<file path="config.mk">
export PLATFORM = sky130hd
export DESIGN_NAME = sample_interval_timer
export DESIGN_NICKNAME = d
export VERILOG_FILES = /design/src/rtl/sit_pkg.sv /design/src/rtl/sit_datapath.sv /design/src/rtl/sit_control.sv /design/src/rtl/sample_interval_timer.sv
export SDC_FILE = /design/constraint.sdc
export NUM_CORES = 1
export LEC_CHECK = 0
export BUFFER_PORTS_ARGS = -buffer_cell sky130_fd_sc_hd__buf_2
export CORE_MARGIN = 8
export CORE_UTILIZATION = 45
export CTS_CLUSTER_DIAMETER = 100
export DETAILED_ROUTE_END_ITERATION = 10
export PLACE_DENSITY = 0.72
export SLEW_MARGIN = 30
export SYNTH_ARGS = -nofsm -noshare
export SYNTH_HDL_FRONTEND = slang
export SYNTH_HIERARCHICAL = 1
export SYNTH_SLANG_ARGS = --single-unit
</file>
<file path="constraint.sdc">
create_clock -name clk -period 3.2 [get_ports clk]
set_input_delay 0.16 -clock clk [delete_from_list [all_inputs] [get_ports clk]]
set_output_delay 0.16 -clock clk [all_outputs]
set_load 0.005 [all_outputs]
</file>
<file path="src/rtl/sit_pkg.sv">
package sit_pkg;
  localparam int RATE_W = 10;
  localparam int REG_W  = 16;
  localparam int CNT_W  = RATE_W + 1;
  localparam logic [CNT_W-1:0] MAX_SPAN = CNT_W'(1) << RATE_W;

  typedef struct packed {
    logic reload;
    logic step;
  } sitStrobes_t;
endpackage

</file>
<file path="src/rtl/sit_datapath.sv">
module sit_datapath
  import sit_pkg::*;
#(
  parameter int RW = RATE_W,
  parameter int DW = REG_W
) (
  input  logic          clk,
  input  logic          rstN,
  input  logic          regWrEn,
  input  logic [DW-1:0] regWrData,
  input  sitStrobes_t   strobes,
  output logic          atTerm,
  output logic [DW-1:0] rateRd
);
  localparam int CW = RW + 1;
  localparam logic [CW-1:0] SPAN_MAX = CW'(1) << RW;

  logic [RW-1:0] rateReg;
  logic [CW-1:0] remain;
  logic [CW-1:0] spanOfRate;

  assign spanOfRate = (rateReg == '0) ? SPAN_MAX : {1'b0, rateReg};
  assign atTerm = (remain == CW'(1));
  assign rateRd = {{(DW-RW){1'b0}}, rateReg};

  always_ff @(posedge clk or negedge rstN) begin
    if (!rstN) begin
      rateReg <= '0;
    end else if (regWrEn) begin
      rateReg <= regWrData[RW-1:0];
    end
  end

  always_ff @(posedge clk or negedge rstN) begin
    if (!rstN) begin
      remain <= SPAN_MAX;
    end else if (strobes.reload) begin
      remain <= spanOfRate;
    end else if (strobes.step) begin
      remain <= remain - CW'(1);
    end
  end

  // count never leaves 1..1024
  assert_remain_range_R3: assert property (@(posedge clk) disable iff (!rstN)
    (remain != '0) && (remain <= SPAN_MAX));

  // written value returns, upper bits dropped
  assert_write_readback_R8: assert property (@(posedge clk) disable iff (!rstN)
    regWrEn |=> rateRd == {{(DW-RW){1'b0}}, $past(regWrData[RW-1:0])});

  // a reload takes the value held before that edge
  assert_reload_old_rate_R6: assert property (@(posedge clk) disable iff (!rstN)
    strobes.reload |=> remain == (($past(rateReg) == '0) ? SPAN_MAX : {1'b0, $past(rateReg)}));
endmodule

</file>
<file path="src/rtl/sit_control.sv">
module sit_control
  import sit_pkg::*;
(
  input  logic        clk,
  input  logic        rstN,
  input  logic        sampleTick,
  input  logic        timerEn,
  input  logic        atTerm,
  output sitStrobes_t strobes,
  output logic        tcPulse
);
  logic fire;

  assign fire = timerEn && sampleTick && atTerm;

  always_comb begin
    strobes.reload = !timerEn || fire;
    strobes.step   = timerEn && sampleTick && !atTerm;
  end

  always_ff @(posedge clk or negedge rstN) begin
    if (!rstN) tcPulse <= 1'b0;
    else       tcPulse <= fire;
  end

  // an event is always caused by an enabled tick on the previous edge
  assert_pulse_has_tick_R5: assert property (@(posedge clk) disable iff (!rstN)
    tcPulse |-> $past(sampleTick && timerEn));

  // disabled means no event next cycle
  assert_quiet_when_off_R7: assert property (@(posedge clk) disable iff (!rstN)
    !timerEn |=> !tcPulse);

  // never two events back to back without a tick completing each
  assert_single_width_R5: assert property (@(posedge clk) disable iff (!rstN)
    (tcPulse && !sampleTick) |=> !tcPulse);
endmodule

</file>
<file path="src/rtl/sample_interval_timer.sv">
module sample_interval_timer
  import sit_pkg::*;
(
  input  logic        clk,
  input  logic        rstN,
  input  logic        sampleTick,
  input  logic        regWrEn,
  input  logic [15:0] regWrData,
  input  logic        timerEn,
  output logic [15:0] rateRd,
  output logic        tcPulse
);
  sitStrobes_t strobes;
  logic        atTerm;

  sit_control u_ctrl (
    .clk        (clk),
    .rstN       (rstN),
    .sampleTick (sampleTick),
    .timerEn    (timerEn),
    .atTerm     (atTerm),
    .strobes    (strobes),
    .tcPulse    (tcPulse)
  );

  sit_datapath #(.RW(RATE_W), .DW(REG_W)) u_dp (
    .clk       (clk),
    .rstN      (rstN),
    .regWrEn   (regWrEn),
    .regWrData (regWrData),
    .strobes   (strobes),
    .atTerm    (atTerm),
    .rateRd    (rateRd)
  );
endmodule

</file>
==> flow_summary.ini <==
[critical_path]
crit_end = u_dp/remain[9]$_DFFE_PN0P_
critPathLaunchType = flop
worst_setup_path_end_kind = flop
crit_start = u_dp/remain[1]$_DFFE_PN0P_
crit_fanout = 16
rr_worst_depth = 8
r2r_slack_ns = 0.50
regToRegEndpoint = u_dp/remain[9]$_DFFE_PN0P_
cp.arrival_ns = 2.92
worstReg2RegStart = u_dp/remain[1]$_DFFE_PN0P_
path_class = flop to flop
required_ns = 3.41

[floorplanning]
ios = 38
die_w_um = 66.8
die_h_um = 66.8
row_count = 18
core-area_mm2 = 0.00245
start_util = 0.472
dieArea_mm2 = 0.00446

[layout]
layout.nets = 159
antenna_cells = 0
drive_gt1_frac = 0.348
area_growth_pct = 16.1
fin_util = 0.548
nFillCells = 224

[hold_path]
hp-class = input pin to flop

[global_route]
grt_pass1_vias = 967
grtUsageMet2 = 0.197
gr-usage-met1 = 0.146
top_usage_layer = met2
grt_first_pass_wirelength_um = 4170
grtUsageTotal = 0.119
grt_overflow = 0
antenna_found_initial = 0
grt_start_max_net_pins = 23
use_met3 = 0.0369

[yosys]
synth_warnings = 6
synth-edff-count = 0
synth_flop_cell = dfrtp_1
ys_ff_latch = 22
syn_area_mm2 = 0.00116
synth.avg_cell_area_um2 = 10.5
synth_async_sr_flop_share = 1.00
yosysSeqAreaShare = 0.476
synth_cells = 110
ys_types = 38

[cts]
clk_latency_ns = 0.31
cts.repair.resized = 0
htree_levels = 1
cts.clk_slew.worst_paths_ns = 0.13
postCtsSetupBuffers = 0
cts_tree = done
ctsLongestPathBuffers = 2
clock_sinks = 22
ctsRootBufferMaster = clkbuf_4
cts-buffers-inserted = 3

[sta]
drv_slew = 0
final.min_clock_period_ns = 2.70
max_freq_mhz = 370
worst_clock_skew_ns = 0.0118
rsz0062_at_grt = no
finalHoldViolCount = 0
finalSetupViolations = 0
fin_setup_tns_ns = 0
fin_crit_sh = 0.845

[route]
ant_nets = 0
wl_per_cell_um = 15.3
drtPass1Iterations = 4
wl_um = 2530
drt-initial-drc-count = 67
vias_per_cell = 5.60
drc = 0
via_count = 924

[power]
cellPowerDensity_mw_per_mm2 = 504
p_leak_uw = 0.000619
vdd_ir_drop_max_mv = 0.338

[placement]
dp_hpwl_um = 1870
gp_congestion = 0.784
io_buffers = 25

[status]
status = finished clean

[job]
maxCapViolations = 0
[routing by layer]
metal,share of wire,up-vias
li1,-,441
met1,0.46,446
met2,0.46,37
met3,0.075,0
met4,0,0
met5,0,-
[cells in the final DEF, fill, tap and decap left out, types with 2 or more instances in the layout]
| cell | instances |
|---|---|
| and3b_1 | 2 |
| nor3_1 | 2 |
| conb_1 | 6 |
| nor4_1 | 3 |
| ha_1 | 2 |
| nand3_1 | 2 |
| a31oi_1 | 3 |
| a221o_1 | 2 |
| o311ai_0 | 2 |
| clkbuf_4 | 3 |
| or4_1 | 3 |
| mux2_2 | 10 |
| o21ai_0 | 5 |
| buf_2 | 25 |
| nand2_1 | 11 |
| nor2_1 | 4 |
| dfrtp_1 | 21 |
| xnor2_1 | 2 |
| inv_1 | 5 |
| or2_2 | 2 |
[state kept, by name (all words and copies together), names as in the netlist]
| register | flops |
|---|---|
| u_dp/remain | 11 |
| u_ctrl/tcPulse | 1 |
| u_dp/rateReg | 10 |
[Yosys cell counts, types with 2 or more instances]
master / n / area [µm²]
a31oi_1: 3 / 18.8
or4_1: 3 / 22.5
nor4_1: 3 / 18.8
buf_4: 6 / 45.0
nand3_1: 2 / 10.0
dfrtp_1: 21 / 526
nor2_1: 4 / 15.0
a221o_1: 2 / 20.0
inv_1: 5 / 18.8
clkbuf_1: 4 / 15.0
xnor2_1: 2 / 17.5
mux2_2: 10 / 113
and3b_1: 2 / 17.5
nand2_1: 11 / 41.3
o21ai_0: 5 / 25.0
or2_2: 2 / 12.5
nor3_1: 2 / 10.0
o311ai_0: 2 / 17.5
ha_1: 2 / 25.0
[per-stage QoR]
step | setup WS [ns] | hold WS [ns] | cells | total power (µW) | cell area (µm²)
3_3_place_gp | 0.567 | 0.148 | 160 | 461 | 1280
6_report | 0.495 | 0.0694 | 165 | 678 | 1350
3_5_place_dp | 0.504 | 0.153 | 160 | 467 | 1280
2_1_floorplan | 0.791 | -0.136 | 115 | 425 | 1180
4_1_cts | 0.514 | 0.0597 | 165 | 684 | 1350
5_1_grt | 0.286 | 0.0520 | 165 | 717 | 1350
[final cells by class]
type                    instances  area [µm²]  area share
clock buffers                   3        22.5      0.0167
clock inverters                 1        30.0      0.0223
inverters                       5        18.8      0.0139
multi-input cells              77         543       0.403
flip-flops and latches         22         552       0.410
well taps                      30        37.5      0.0279
repair buffers                 27         143       0.106
[critical path, cell delays in order (launching register included)]
cell	delay (ns)
dfrtp_1	0.42
inv_1	0.08
ha_1	0.13
or4b_2	0.58
nor3_1	0.25
a21bo_1	0.44
and3b_1	0.23
a221o_1	0.26
a211o_1	0.23
[logic make-up (layout without fill, tap and decap cells)]
group	after synthesis	after routing	share of synthesized area
and+or+nand+nor	38	38	0.191
DFF	22	22	0.476
AOI/OAI and AO/OA	18	18	0.117
buffers and inverters	16	36	0.0723
muxes	10	10	0.0971
xor gates and xnor gates	3	3	0.0227
adders and majority gates	2	2	0.0216
other	1	6	0.00323
[where the power goes]
part / internal (µW) / switching, µW / leakage, µW / total, µW
clock: 127 / 87.5 / 0.0000279 / 214
sequential: 310 / 35.9 / 0.000260 / 346
combinational: 60.4 / 57.3 / 0.000331 / 118
[worst min path at each step]
stage	startpoint	end	depth (start not counted)
after floorplan	rstN	u_ctrl/tcPulse$_DFF_PN0_	0
after global placement	rstN	u_ctrl/tcPulse$_DFF_PN0_	1
after detailed placement	rstN	u_ctrl/tcPulse$_DFF_PN0_	1
after CTS	regWrData[5]	u_dp/rateReg[5]$_DFFE_PN0P_	2
final	regWrData[8]	u_dp/rateReg[8]$_DFFE_PN0P_	2
after global routing	regWrData[9]	u_dp/rateReg[9]$_DFFE_PN0P_	2
[repair_timing]
| action | in CTS | in global routing |
|---|---|---|
| endpoints found under the hold margin | 21 | 0 |
| hold buffers | 1 | 0 |
| endpoints found under the setup margin | 0 | 0 |
No activity file was read; power rests on OpenSTA's default activity.
